===== src/rtl/sram_ctrl_pkg.sv =====
package sram_ctrl_pkg;

  typedef enum logic [2:0] {
    ST_IDLE,
    ST_RD_ACC,
    ST_RD_REC,
    ST_WR_PULSE,
    ST_WR_HOLD
  } sramState_t;

  // Strobes from the sequencer to the pin registers
  typedef struct packed {
    logic load;     // latch the request fields
    logic ceAct;    // chip select wanted next cycle
    logic oeAct;    // output enable wanted next cycle
    logic weAct;    // write strobe wanted next cycle
    logic dqDrive;  // data bus driven next cycle
    logic capture;  // sample the returned data at this edge
    logic done;     // write completion
  } sramStrobes_t;

  // Round a nanosecond minimum up to clock cycles, plus one cycle of skew margin
  function automatic int unsigned nsToCycles(input int unsigned ns, input int unsigned periodNs);
    return (ns + periodNs - 1) / periodNs + 1;
  endfunction

  function automatic int unsigned maxOf(input int unsigned a, input int unsigned b);
    return (a > b) ? a : b;
  endfunction

endpackage


===== src/rtl/sram_ctrl_fsm.sv =====
module sram_ctrl_fsm
  import sram_ctrl_pkg::*;
#(
  parameter int unsigned RD_CYC  = 4,
  parameter int unsigned REC_CYC = 2,
  parameter int unsigned WR_CYC  = 3,
  parameter int unsigned CNT_W   = 4
) (
  input  logic         clk,
  input  logic         rstN,
  input  logic         reqValid,
  input  logic         reqWrite,
  output logic         reqReady,
  output sramStrobes_t strobes
);

  localparam logic [CNT_W-1:0] RD_LOAD  = CNT_W'(RD_CYC - 1);
  localparam logic [CNT_W-1:0] REC_LOAD = CNT_W'(REC_CYC - 1);
  localparam logic [CNT_W-1:0] WR_LOAD  = CNT_W'(WR_CYC - 1);

  sramState_t       state, stateNext;
  logic [CNT_W-1:0] cnt, cntNext;

  always_comb begin
    stateNext = state;
    cntNext   = cnt;
    strobes   = '0;
    reqReady  = 1'b0;
    unique case (state)
      ST_IDLE: begin
        reqReady = 1'b1;
        if (reqValid) begin
          strobes.load = 1'b1;
          if (reqWrite) begin
            stateNext = ST_WR_PULSE;
            cntNext   = WR_LOAD;
          end else begin
            stateNext = ST_RD_ACC;
            cntNext   = RD_LOAD;
          end
        end
      end
      ST_RD_ACC: begin
        strobes.ceAct = 1'b1;
        strobes.oeAct = 1'b1;
        if (cnt == '0) begin
          stateNext = ST_RD_REC;
          cntNext   = REC_LOAD;
        end else begin
          cntNext = cnt - 1'b1;
        end
      end
      ST_RD_REC: begin
        // first release cycle: pins are still low until this edge
        strobes.capture = (cnt == REC_LOAD);
        if (cnt == '0) stateNext = ST_IDLE;
        else cntNext = cnt - 1'b1;
      end
      ST_WR_PULSE: begin
        strobes.ceAct   = 1'b1;
        strobes.weAct   = 1'b1;
        strobes.dqDrive = 1'b1;
        if (cnt == '0) stateNext = ST_WR_HOLD;
        else cntNext = cnt - 1'b1;
      end
      ST_WR_HOLD: begin
        strobes.ceAct   = 1'b1;
        strobes.dqDrive = 1'b1;
        strobes.done    = 1'b1;
        stateNext       = ST_IDLE;
      end
      default: stateNext = ST_IDLE;
    endcase
  end

  always_ff @(posedge clk) begin
    if (!rstN) begin
      state <= ST_IDLE;
      cnt   <= '0;
    end else begin
      state <= stateNext;
      cnt   <= cntNext;
    end
  end

  AST_BUSY_AFTER_ACCEPT: assert property (@(posedge clk) disable iff (!rstN)
    (reqValid && reqReady) |=> !reqReady);

  AST_CAPTURE_AFTER_ACCESS: assert property (@(posedge clk) disable iff (!rstN)
    strobes.capture |-> $past(strobes.oeAct));

  AST_DRIVE_NOT_WITH_READ: assert property (@(posedge clk) disable iff (!rstN)
    strobes.dqDrive |-> !strobes.oeAct);

endmodule


===== src/rtl/sram_ctrl_datapath.sv =====
module sram_ctrl_datapath
  import sram_ctrl_pkg::*;
#(
  parameter int unsigned ADDR_W  = 18,
  parameter int unsigned DATA_W  = 16,
  parameter int unsigned MASK_W  = DATA_W / 8,
  parameter int unsigned RD_CYC  = 4,
  parameter int unsigned REC_CYC = 2,
  parameter int unsigned WR_CYC  = 3,
  parameter int unsigned CNT_W   = 4
) (
  input  logic              clk,
  input  logic              rstN,
  input  sramStrobes_t      strobes,
  input  logic [ADDR_W-1:0] reqAddr,
  input  logic [DATA_W-1:0] reqWdata,
  input  logic [MASK_W-1:0] reqMask,
  output logic [DATA_W-1:0] rdData,
  output logic              reqDone,
  output logic [ADDR_W-1:0] sramAddr,
  output logic              sramCeN,
  output logic              sramOeN,
  output logic              sramWeN,
  output logic [MASK_W-1:0] sramBeN,
  output logic [DATA_W-1:0] sramDqOut,
  output logic              sramDqOe,
  input  logic [DATA_W-1:0] sramDqIn
);

  localparam logic [CNT_W-1:0] CNT_MAX = '1;

  logic [MASK_W-1:0] maskQ;

  always_ff @(posedge clk) begin
    if (!rstN) begin
      sramAddr  <= '0;
      sramDqOut <= '0;
      maskQ     <= '0;
      sramCeN   <= 1'b1;
      sramOeN   <= 1'b1;
      sramWeN   <= 1'b1;
      sramBeN   <= '1;
      sramDqOe  <= 1'b0;
      reqDone   <= 1'b0;
    end else begin
      if (strobes.load) begin
        sramAddr  <= reqAddr;
        sramDqOut <= reqWdata;
        maskQ     <= reqMask;
      end
      sramCeN  <= !strobes.ceAct;
      sramOeN  <= !strobes.oeAct;
      sramWeN  <= !strobes.weAct;
      sramDqOe <= strobes.dqDrive;
      // lanes only move together with an active chip select
      if (strobes.ceAct) sramBeN <= ~maskQ;
      reqDone <= strobes.done | strobes.capture;
    end
  end

  for (genvar lane = 0; lane < MASK_W; lane++) begin : g_lane
    always_ff @(posedge clk) begin
      if (!rstN) begin
        rdData[lane*8 +: 8] <= '0;
      end else if (strobes.capture) begin
        rdData[lane*8 +: 8] <= maskQ[lane] ? sramDqIn[lane*8 +: 8] : 8'h00;
      end
    end
  end

  // Pin-level window counters for the timing checks
  logic [CNT_W-1:0] oeLowCnt, weLowCnt, relCnt;

  always_ff @(posedge clk) begin
    if (!rstN) begin
      oeLowCnt <= '0;
      weLowCnt <= '0;
      relCnt   <= CNT_MAX;
    end else begin
      if (sramOeN) oeLowCnt <= '0;
      else if (oeLowCnt != CNT_MAX) oeLowCnt <= oeLowCnt + 1'b1;
      if (sramWeN) weLowCnt <= '0;
      else if (weLowCnt != CNT_MAX) weLowCnt <= weLowCnt + 1'b1;
      if (!sramOeN) relCnt <= '0;
      else if (relCnt != CNT_MAX) relCnt <= relCnt + 1'b1;
    end
  end

  AST_READ_WINDOW: assert property (@(posedge clk) disable iff (!rstN)
    $rose(sramOeN) |-> (oeLowCnt >= CNT_W'(RD_CYC)));

  AST_BUS_RELEASE: assert property (@(posedge clk) disable iff (!rstN)
    $rose(sramDqOe) |-> (relCnt >= CNT_W'(REC_CYC)));

  AST_WE_WIDTH: assert property (@(posedge clk) disable iff (!rstN)
    $rose(sramWeN) |-> (weLowCnt >= CNT_W'(WR_CYC)));

  AST_WE_FIRST: assert property (@(posedge clk) disable iff (!rstN)
    $rose(sramWeN) |-> (!sramCeN && sramDqOe));

  AST_ADDR_STEADY: assert property (@(posedge clk) disable iff (!rstN)
    (!sramCeN && $past(!sramCeN)) |-> $stable(sramAddr));

  AST_BE_QUIET: assert property (@(posedge clk) disable iff (!rstN)
    (sramCeN && $past(sramCeN)) |-> $stable(sramBeN));

  AST_OE_WE_EXCL: assert property (@(posedge clk) disable iff (!rstN)
    !(!sramOeN && !sramWeN));

  AST_NO_CONTENTION: assert property (@(posedge clk) disable iff (!rstN)
    sramDqOe |-> sramOeN);

  AST_DONE_PULSE: assert property (@(posedge clk) disable iff (!rstN)
    reqDone |=> !reqDone);

endmodule


===== src/rtl/async_sram_ctrl.sv =====
module async_sram_ctrl
  import sram_ctrl_pkg::*;
#(
  parameter int unsigned CLK_PERIOD_NS   = 20,
  parameter int unsigned ADDR_W          = 18,
  parameter int unsigned DATA_W          = 16,
  parameter int unsigned RD_CYCLE_NS     = 45,
  parameter int unsigned ADDR_ACCESS_NS  = 45,
  parameter int unsigned OE_ACCESS_NS    = 22,
  parameter int unsigned RELEASE_NS      = 18,
  parameter int unsigned WR_CYCLE_NS     = 45,
  parameter int unsigned WE_WIDTH_NS     = 35,
  parameter int unsigned DATA_SETUP_NS   = 25,
  parameter int unsigned ADDR_SETUP_NS   = 35,
  parameter int unsigned ENABLE_SETUP_NS = 35
) (
  input  logic                  clk,
  input  logic                  rstN,
  input  logic                  reqValid,
  output logic                  reqReady,
  input  logic                  reqWrite,
  input  logic [ADDR_W-1:0]     reqAddr,
  input  logic [DATA_W-1:0]     reqWdata,
  input  logic [DATA_W/8-1:0]   reqMask,
  output logic [DATA_W-1:0]     rdData,
  output logic                  reqDone,
  output logic [ADDR_W-1:0]     sramAddr,
  output logic                  sramCeN,
  output logic                  sramOeN,
  output logic                  sramWeN,
  output logic [DATA_W/8-1:0]   sramBeN,
  output logic [DATA_W-1:0]     sramDqOut,
  output logic                  sramDqOe,
  input  logic [DATA_W-1:0]     sramDqIn
);

  localparam int unsigned MASK_W = DATA_W / 8;

  localparam int unsigned RD_CYC = maxOf(nsToCycles(RD_CYCLE_NS, CLK_PERIOD_NS),
                                   maxOf(nsToCycles(ADDR_ACCESS_NS, CLK_PERIOD_NS),
                                         nsToCycles(OE_ACCESS_NS, CLK_PERIOD_NS)));
  // The hold cycle after the strobe counts toward the full write cycle
  localparam int unsigned WR_CYC = maxOf(maxOf(nsToCycles(WE_WIDTH_NS, CLK_PERIOD_NS),
                                               nsToCycles(DATA_SETUP_NS, CLK_PERIOD_NS)),
                                   maxOf(maxOf(nsToCycles(ADDR_SETUP_NS, CLK_PERIOD_NS),
                                               nsToCycles(ENABLE_SETUP_NS, CLK_PERIOD_NS)),
                                         nsToCycles(WR_CYCLE_NS, CLK_PERIOD_NS) - 1));
  localparam int unsigned REC_CYC = nsToCycles(RELEASE_NS, CLK_PERIOD_NS);
  localparam int unsigned CNT_W   = $clog2(maxOf(RD_CYC, maxOf(WR_CYC, REC_CYC)) + 1) + 1;

  sramStrobes_t strobes;

  sram_ctrl_fsm #(
    .RD_CYC (RD_CYC),
    .REC_CYC(REC_CYC),
    .WR_CYC (WR_CYC),
    .CNT_W  (CNT_W)
  ) uFsm (
    .clk     (clk),
    .rstN    (rstN),
    .reqValid(reqValid),
    .reqWrite(reqWrite),
    .reqReady(reqReady),
    .strobes (strobes)
  );

  sram_ctrl_datapath #(
    .ADDR_W (ADDR_W),
    .DATA_W (DATA_W),
    .MASK_W (MASK_W),
    .RD_CYC (RD_CYC),
    .REC_CYC(REC_CYC),
    .WR_CYC (WR_CYC),
    .CNT_W  (CNT_W)
  ) uDp (
    .clk      (clk),
    .rstN     (rstN),
    .strobes  (strobes),
    .reqAddr  (reqAddr),
    .reqWdata (reqWdata),
    .reqMask  (reqMask),
    .rdData   (rdData),
    .reqDone  (reqDone),
    .sramAddr (sramAddr),
    .sramCeN  (sramCeN),
    .sramOeN  (sramOeN),
    .sramWeN  (sramWeN),
    .sramBeN  (sramBeN),
    .sramDqOut(sramDqOut),
    .sramDqOe (sramDqOe),
    .sramDqIn (sramDqIn)
  );

endmodule


===== config.mk =====
export PLATFORM = sky130hd
export DESIGN_NAME = async_sram_ctrl
export DESIGN_NICKNAME = d
export VERILOG_FILES = /design/src/rtl/sram_ctrl_pkg.sv /design/src/rtl/sram_ctrl_fsm.sv /design/src/rtl/sram_ctrl_datapath.sv /design/src/rtl/async_sram_ctrl.sv
export SDC_FILE = /design/constraint.sdc
export NUM_CORES = 1
export LEC_CHECK = 0
export BUFFER_PORTS_ARGS = -buffer_cell sky130_fd_sc_hd__buf_2
export CAP_MARGIN = 20
export CORE_MARGIN = 4
export CORE_UTILIZATION = 51
export CTS_BUF_LIST = sky130_fd_sc_hd__clkbuf_16
export DETAILED_ROUTE_END_ITERATION = 8
export GPL_ROUTABILITY_DRIVEN = 1
export PLACE_DENSITY = 0.85
export SYNTH_ARGS = -nofsm -noshare
export SYNTH_HDL_FRONTEND = slang
export SYNTH_SLANG_ARGS = --single-unit

===== constraint.sdc =====
create_clock -name clk -period 4.9 [get_ports clk]
set_input_delay 0.98 -clock clk [delete_from_list [all_inputs] [get_ports clk]]
set_output_delay 0.98 -clock clk [all_outputs]
set_load 0.05 [all_outputs]

### Yosys cells after proc, flatten, opt, wreduce, memory -nomap -nowiden

Index checks and enable logic that the tools add are counted.

| storage, ports and cells | value |
|---|---|
| word-level logic and storage cells | 59 |
| bits of input ports | 56 |
| register bits after elaboration | 66 |
| output and inout port bits | 58 |

| operators by class | value |
|---|---|
| reductions and logical operators | 11 |
| bitwise operators | 2 |
| $add $sub $neg | 1 |
| muxes and demuxes | 22 |
| equality and inequality tests | 10 |

Operators by type and width:

| kind | number |
|---|---|
| two-way mux 8 bit | 2 |
| two-way mux 3 bit | 4 |
| two-way mux 4 bit | 3 |
| case mux 3 bit (4 select lines) | 1 |
| case mux 4 bit (3 select lines) | 1 |
| two-way mux 1 bit | 10 |
| == test 3 x 2 -> 1 bit (second input constant) | 2 |
| inequality test 2 x 1 -> 1 bit (second input constant) | 3 |
| == test 4 x 1 -> 1 bit (second input constant) | 1 |
| logical NOT 4 bit | 1 |
| inequality test 2 bit (second input constant) | 2 |
| AND reduction 4 bit | 1 |
| OR reduction 2 bit | 2 |
| subtractor 4 x 1 -> 4 bit (second input constant) | 1 |
| == test 3 x 1 -> 1 bit (second input constant) | 1 |
| == test 3 bit (second input constant) | 1 |
| logical NOT 1 bit | 3 |
| logical NOT 3 bit | 1 |
| AND reduction 3 bit | 1 |
| nonzero test 3 bit | 1 |
| OR reduction 3 bit | 1 |
| two-way mux 2 bit | 1 |
| NOT 2 bit | 1 |
| OR 1 bit | 1 |

### Depth between registers and ports, before layout

Gate-level depths: netlist of run 1.

| logic depth | value |
|---|---|
| word-level depth | 4 |
| gate-level depth with buffers | 7 |
| gate-level depth less buffers | 6 |

### Modules after synthesis

From an unflattened synthesis of run 1, not the netlist that was laid out.

| unflattened totals | value |
|---|---|
| cell total of the unflattened synthesis | 260 |
| area, all modules | 2688.8 um^2 |

By module, submodules not included:

| module | instances | sequential area each (um^2) | area each (um^2) | cells each |
|---|---|---|---|---|
| sram_ctrl_datapath | 1 | 1181.1 | 2239.6 | 207 |
| sram_ctrl_fsm | 1 | 140.1 | 449.2 | 53 |

### Worst setup path before layout of run 1

Ideal clock, no wire load.

| timing path | value |
|---|---|
| path type | register to output |
| start point | register uFsm.state[2] |
| end point | output port reqReady |
| setup slack | 2.761 ns |
| buffers on the path | 1 |
| arrival | 1.159 ns |
| required time | 3.920 ns |
| cell stages (with the launch flop) | 3 |
| cell sequence | dfxtp_1 > buf_6 > nor3_2 |

| on the way | value |
|---|---|
| word-level cells in the longest chain between the ends | 2 |

RTL lines:

| item | line | RTL |
|---|---|---|
| start, declared | sram_ctrl_fsm.sv:21 | `sramState_t state, stateNext;` |
| start signal, assigned | sram_ctrl_fsm.sv:81 | `state <= stateNext;` |
| logical NOT 3 bit | sram_ctrl_fsm.sv:29 | `unique case (state)` |
| two-way mux 1 bit | sram_ctrl_fsm.sv:29 |  |
| end, declared | async_sram_ctrl.sv:20 | `output logic reqReady,` |

No other way between the ends.

### Final worst setup path of run 1

Same ends and word-level chain as after synthesis.

==> flow_summary.ini, run 1 <==
[placed_design]
placement.cell_area_um2 = 3170
gp_congestion = 0.903
port_buffers = 113
dp_hpwl_um = 4370

[floorplanning]
rows = 25
die_width_um = 79.9
die-area_um2 = 6380
initial_utilization = 0.543
core_um2 = 4850
pin_count = 114
dieHeight_um = 79.9

[worst_setup_path]
critPathLaunchType = flop
cp_slowest_stage_delay_ns = 0.45
critPathArrivalTime_ns = 1.35
crit_required_ns = 3.92
cp_num_buf_inv = 1
cp_cell_sequence = nor3_2 > buf_2
cp_top_family = flip-flops
cp_slowest_cell = dfxtp_1
endpoint_kind = primary output
crit_type = reg -> out
path_max_fanout = 11

[clock_network]
clkSinkCount = 66
cts_buffers = 9
clk_pin_slew_worst_paths_ns = 0.05
root_buffer = clkbuf_16
cts_tree = yes
cts_setup_buffers = 0
cts_buffer_depth = 2
ctsResizeCount = 0
insertion_delay_ns = 0.32
holdBufCountCts = 0
cts-htree-levels = 3

[global_routing]
grt-ovfl-total = 0
grtUsageTotal = 0.213
grt_pass1_wl_um = 10700
grt_pass1_vias = 2396
antenna_found_initial = 0
grt_start_max_net_pins = 66

[routing]
drt_iter0_markers = 111
drcViolationCount = 0
dr.pass1.iters = 4
drt_wl_total_um = 6320
vias = 2413
ant_nets = 0
routed_via_density = 5.05
routedWlPerCell_um = 13.2

[worst_hold_path]
hp-class = reg -> reg

[timing]
grt_setup_unrepaired = no
final-setup-viol-count = 0
finalMaxSlewViolations = 0
tightestPinTransition_ns = 0.922
final.setup_skew_ns = 0.00506
max_freq_ghz = 0.430
timing.final.crit_period_ns = 2.33
max_slew_margin = 0.385
finalSetupTns_ns = 0
post-route-period-util = 0.475
hold_viol = 0

[power_and_ir_drop]
swShare = 0.330
clkPwrFrac = 0.350
power_frac_comb = 0.245
p_per_area_nw_per_um2 = 449
p_sw_w = 0.000508
power.internal_w = 0.00103
ir_worst_vdd_mv = 0.305
p_leak_nw = 1.55
power_frac_seq = 0.405

[job]
drv_cap = 0

[synth]
synthArstFlopShare = 0
ys_seq_elements = 66
netlist.area_leader.share = 0.501
ys_warn_count = 0
synthTopCellsByArea = dfxtp_1, nand2_1, a21boi_1
synth_edf_count = 0
yosys.area.top_type = dfxtp_1
syn-num-nets = 360
synth.most_common_cell = nand2_1
synth_cell_types = 40
syn_area_um2 = 2640
synth_common_cells = nand2_1, dfxtp_1, a21boi_1
syn_inst = 302
synth_seq_area_share = 0.501
synthFlopType = dfxtp_1
avgSynthCellArea_um2 = 8.73

[layout]
drive_gt1_frac = 0.324
final_nets = 464
num_antenna_cells = 0
n_fill_cell = 402
areaGrowthSynthToFinish_pct = 29.8
fin_area_um2 = 3420

[outcome]
status = finished, final reports clean
[routing by layer]
layer | global-route usage | part of all wire
met3 | 0.0688 | 0.11
met1 | 0.256 | 0.43
met5 | 0 | 0
met2 | 0.349 | 0.45
met4 | 0.0912 | 0.012
[sequential cells by signal (all words and copies together), names as in the netlist]
name           flops
uDp.sramAddr      18
uDp.rdData        16
uDp.sramDqOut     16
uFsm.cnt           4
uFsm.state         3
uDp.maskQ          2
uDp.sramBeN        2
uDp.reqDone        1
uDp.sramCeN        1
uDp.sramDqOe       1
uDp.sramOeN        1
uDp.sramWeN        1
[cell type report]
type,count,area (um^2),area share
repair buffers,115,581,0.170
clock buffers,9,225,0.0659
clock inverters,7,28.8,0.00842
flip-flops and latches,66,1320,0.386
inverters,4,15.0,0.00439
well taps,67,83.8,0.0245
multi-input cells,210,1160,0.341
[tightest hold or removal path, stage by stage (launching register included)]
cell      delay [ns]
dfxtp_1         0.30
nand2_1         0.05
a21boi_1        0.04
[cells by family (layout without fill, tap and decap cells)]
kind of cell             after synthesis  after routing  synth area share
flip-flops                            66             66             0.501
buffers and inverters                 26            135            0.0565
AND/OR/NAND/NOR                      141            141             0.240
adder cells (fa/ha/maj)                2              2           0.00950
AO/OA/AOI/OAI                         64             64             0.180
multiplexers                           3              3            0.0119
[final timing paths]
check / slack, ns / startpoint / to / cells past startpoint
max: 2.57 / uFsm.state[2] / reqReady / 2
min reg2reg: 0.45 / uDp.rdData[1] / uDp.rdData[1] / 2
min: 0.45 / uDp.rdData[1] / uDp.rdData[1] / 2
max reg2reg: 3.09 / uFsm.state[2] / uDp.rdData[15] / 4
[power groups by stage]
stage	sequential [W]	clock, W	combinational, W
2_1_floorplan	0.000732	0	0.000195
3_3_place_gp	0.000631	0	0.000372
3_5_place_dp	0.000632	0	0.000377
4_1_cts	0.000622	0.000548	0.000379
5_1_grt	0.000628	0.000576	0.000412
6_report	0.000622	0.000538	0.000376
[metrics by stage]
stage                     std cells  hold slack (ns)   util  setup WS (ns)  total power [W]
after floorplan                 302            0.488      -           2.76         0.000927
after global placement          462            0.434  0.653           2.69          0.00100
after detailed placement        462            0.443  0.653           2.65          0.00101
after CTS                       478            0.450  0.705           2.56          0.00155
after global routing            478            0.466  0.705           2.50          0.00162
final                           478            0.447  0.705           2.57          0.00154
[cell usage in the layout (no fill, tap or decap), drive strengths merged, types with 2 or more instances in the layout]
cell    instances
dfxtp          66
clkinv          5
clkbuf          9
nor3            5
a21boi         53
ha              2
mux2i           2
buf           115
nand2          98
nor2            5
o21ai           3
inv             6
nor4            3
and2            2
nand3          18
No activity file was read; power rests on OpenSTA's default activity.
==> inputs of run 2 (changes only) <==
- CORE_UTILIZATION: 51 -> 42
- PLACE_DENSITY: 0.85 -> 0.75
- clock period: 4.9 -> 1.9 ns (I/O delays scaled with it)
==> flow_summary.ini, run 2 (synthesized netlist as in run 1, its figures left out) <==
[outcome]
status = finished, final reports clean

[worst_setup_path]
path_max_fanout = 5
critPathLaunchType = flop
endpoint_kind = flop
r2r-start = uFsm.cnt[0]
reg2reg_depth = 6
r2r_end = uFsm.cnt[1]
r2r_slack_ns = 0.18
critPathArrivalTime_ns = 1.93
crit_type = reg -> reg
crit_required_ns = 2.11

[timing]
setup_ws_ns = 0.180
finalMaxSlewViolations = 0
post-route-period-util = 0.905
hold_viol = 0
grt_setup_unrepaired = no
final-setup-viol-count = 0
max_slew_margin = 0.679
final.setup_skew_ns = 0.00791
tightestPinTransition_ns = 0.480
finalSetupTns_ns = 0
max_freq_ghz = 0.581
timing.final.crit_period_ns = 1.72

[clock_network]
cts_setup_buffers = 0
cts_buffers = 9
root_buffer = clkbuf_16
holdBufCountCts = 0
clkSinkCount = 66
cts-htree-levels = 3
insertion_delay_ns = 0.32
cts_buffer_depth = 2
ctsResizeCount = 0
cts_tree = yes
clk_pin_slew_worst_paths_ns = 0.05

[placed_design]
pre_cts_ws_ns = 0.187
dp_cells = 476
gp_congestion = 0.874
dp_hpwl_um = 4510
placement.cell_area_um2 = 3250
port_buffers = 113

[layout]
final_nets = 470
reg_top3 = uDp.sramAddr x18, uDp.rdData x16, uDp.sramDqOut x16
fin_cells = 492
num_antenna_cells = 0
final_cell_mix = buf_2, nand2_1, dfxtp_1
mostFrequentLayoutCell = buf_2
drive_gt1_frac = 0.333
largest-register = uDp.sramAddr
areaGrowthSynthToFinish_pct = 34.0
largest_reg_flops = 18
fin_area_um2 = 3530

[floorplanning]
die_width_um = 87.2
dieHeight_um = 87.2
initial_utilization = 0.440
core_um2 = 5990
rows = 28
die-area_um2 = 7600
pin_count = 114

[global_routing]
grt_pass1_wl_um = 10300
grt_pass1_vias = 2285
antenna_found_initial = 0
grt-ovfl-total = 0
grtUsageTotal = 0.171
grt_start_max_net_pins = 37

[worst_hold_path]
hp-class = in -> reg
holdPathStages = 2
hold_end = uFsm.cnt[0]
hp-start = reqWrite

[power_and_ir_drop]
p_leak_nw = 1.60
p_per_area_nw_per_um2 = 1170
ir_worst_vdd_mv = 0.659

[routing]
drcViolationCount = 0
routedWlPerCell_um = 12.7
vias = 2395
drt_iter0_markers = 90
dr.pass1.iters = 4
drt_wl_total_um = 6240
routed_via_density = 4.87
ant_nets = 0

[job]
drv_cap = 0
[run 2: changes by cell type in the layout (fill, tap and decap cells not counted), sizes merged]
cell / change
bufinv: +1
inv: +1
buf: +6
clkinv: -2
[run 2: per-stage QoR]
stage	utilization	total power (W)	hold slack, ns
CTS	0.589	0.00421	0.279
finish	0.589	0.00414	0.287
detailed placement	0.543	0.00267	0.439
global route	0.589	0.00436	0.291
global placement	0.543	0.00265	0.433
floorplan	-	0.00240	0.488
[run 2: how the worst max path moves through the flow]
stage	from	to	slack (ns)
3_3_place_gp	uFsm.cnt[0]	uFsm.cnt[1]	0.27
4_1_cts	uFsm.state[2]	reqReady	0.17
3_5_place_dp	uFsm.cnt[0]	uFsm.cnt[1]	0.19
2_1_floorplan	uFsm.state[2]	uDp.sramAddr[10]	0.19
6_report	uFsm.cnt[0]	uFsm.cnt[1]	0.18
5_1_grt	uFsm.cnt[0]	uFsm.cnt[1]	0.04
[run 2: final cells by class]
| type | count | area (um^2) |
|---|---|---|
| Sequential cell | 66 | 1320 |
| Inverter | 4 | 15.0 |
| Clock buffer | 9 | 225 |
| Timing Repair Buffer | 121 | 651 |
| Fill cell | 573 | 2460 |
| Clock inverter | 7 | 53.8 |
| Tap cell | 75 | 93.8 |
| Multi-Input combinational cell | 210 | 1170 |
[run 2: power breakdown]
group | total (W) | internal [W] | switching [W]
clock | 0.00152 | 0.000987 | 0.000530
sequential | 0.00159 | 0.00150 | 0.0000876
combinational | 0.00103 | 0.000338 | 0.000697
total | 0.00414 | 0.00283 | 0.00131
[run 2: routing by layer]
| metal | routed length [um] | GRT usage | vias to the layer above | part of all wire |
|---|---|---|---|---|
| met5 | 0 | 0 | - | 0 |
| met4 | 109 | 0.0837 | 0 | 0.017 |
| met3 | 520 | 0.0464 | 9 | 0.083 |
| met2 | 3040 | 0.284 | 73 | 0.49 |
| met1 | 2570 | 0.205 | 1083 | 0.41 |
| li1 | - | - | 1230 | - |
[run 2: worst max-delay path: stages, from the launching register on]
cell,delay (ns)
dfxtp_1,0.34
inv_1,0.09
ha_1,0.22
or3b_2,0.52
nor2_1,0.17
a21oi_1,0.06
o221a_2,0.22
==> inputs of run 3 (changes only) <==
- RECOVER_POWER: default -> 50
==> flow_summary.ini, run 3 (synthesized netlist as in run 1, its figures left out) <==
[floorplanning]
rows = 28
dieHeight_um = 87.2
core_um2 = 5990
die_width_um = 87.2
die-area_um2 = 7600
initial_utilization = 0.440
pin_count = 114

[global_routing]
grt-ovfl-total = 0
grt_pass1_wl_um = 10300
antenna_found_initial = 0
grtUsageTotal = 0.171
grt_start_max_net_pins = 37
grt_pass1_vias = 2285

[job]
drv_cap = 0

[timing]
holdWs_ns = 0.287
final-setup-viol-count = 0
finalSetupTns_ns = 0
finalMaxSlewViolations = 0
tightestPinTransition_ns = 0.644
post-route-period-util = 0.906
grt_setup_unrepaired = no
timing.final.crit_period_ns = 1.72
max_slew_margin = 0.573
hold_viol = 0
final.setup_skew_ns = 0.00778
max_freq_ghz = 0.581

[layout]
areaGrowthSynthToFinish_pct = 31.1
largest-register = uDp.sramAddr
reg_top3 = uDp.sramAddr x18, uDp.rdData x16, uDp.sramDqOut x16
final_nets = 470
largest_reg_flops = 18
mostFrequentLayoutCell = nand2_1
num_antenna_cells = 0
final_cell_mix = nand2_1, dfxtp_1, clkbuf_1
drive_gt1_frac = 0.192

[worst_setup_path]
critPathLaunchType = flop
r2r_slack_ns = 0.18
crit_type = reg -> reg
crit_required_ns = 2.11
critPathArrivalTime_ns = 1.93
path_max_fanout = 5
endpoint_kind = flop

[clock_network]
clk_pin_slew_worst_paths_ns = 0.05
ctsResizeCount = 0
cts-htree-levels = 3
cts_buffers = 9
insertion_delay_ns = 0.32
cts_buffer_depth = 2
cts_setup_buffers = 0
root_buffer = clkbuf_16
cts_tree = yes
clkSinkCount = 66
holdBufCountCts = 0

[routing]
drt_wl_total_um = 6270
drt_iter0_markers = 83
routedWlPerCell_um = 12.7
vias = 2401
drcViolationCount = 0
routed_via_density = 4.88
dr.pass1.iters = 4
ant_nets = 0

[power_and_ir_drop]
swShare = 0.320
power_frac_comb = 0.245
clkPwrFrac = 0.368
p_sw_w = 0.00132
p_per_area_nw_per_um2 = 1190
power.internal_w = 0.00280
p_leak_nw = 1.38
ir_worst_vdd_mv = 0.656
power_frac_seq = 0.387

[placed_design]
dp_hpwl_um = 4510
gp_congestion = 0.874
port_buffers = 113

[worst_hold_path]
hp-class = in -> reg

[outcome]
status = finished, final reports clean
run 3: cell count changes in the layout (fill, tap and decap cells not counted), sizes merged:
cell / before / now
buf: 121 / 64
clkbuf: 9 / 66
run 3: per-stage QoR:
stage          area, um^2  power, W  utilization  setup slack, ns  cells
6_report             3450   0.00412        0.576            0.179    492
5_1_grt              3450   0.00433        0.576           0.0404    492
4_1_cts              3530   0.00421        0.589            0.167    492
3_5_place_dp         3250   0.00267        0.543            0.187    476
3_3_place_gp         3250   0.00265        0.543            0.272    476
2_1_floorplan        2640   0.00240            -            0.188    302
run 3: worst paths after layout:
kind / from / endpoint / cells past startpoint
setup / recovery: uFsm.cnt[0] / uFsm.cnt[1] / 6
hold / removal: reqWrite / uFsm.cnt[0] / 2
setup reg to reg: uFsm.cnt[0] / uFsm.cnt[1] / 6
hold reg to reg: uDp.rdData[5] / uDp.rdData[5] / 2
run 3: metal layers:
metal / vias to the layer above / track usage / wire [um]
li1: 1228 / - / -
met1: 1090 / 0.205 / 2620
met2: 74 / 0.284 / 3020
met3: 9 / 0.0464 / 514
met4: 0 / 0.0837 / 109
met5: - / 0 / 0
run 3: cell type report:
| type | instances | area, um^2 |
|---|---|---|
| clock buffers | 9 | 225 |
| clock inverters | 7 | 53.8 |
| fillers | 599 | 2540 |
| inverters | 4 | 15.0 |
| multi-input cells | 210 | 1160 |
| flip-flops and latches | 66 | 1320 |
| well taps | 75 | 93.8 |
| repair buffers | 121 | 579 |
run 3: power groups by stage:
stage / registers, W / clock network, W / logic [W]
floorplan: 0.00189 / 0 / 0.000509
global placement: 0.00162 / 0 / 0.00103
detailed placement: 0.00162 / 0 / 0.00105
CTS: 0.00159 / 0.00157 / 0.00105
global route: 0.00161 / 0.00162 / 0.00111
finish: 0.00159 / 0.00152 / 0.00101
run 3: worst max-delay path, stage by stage (launching register included):
cell	delay, ns
dfxtp_1	0.34
inv_1	0.09
ha_1	0.22
or3b_2	0.52
nor2_1	0.17
a21oi_1	0.06
o221a_2	0.22
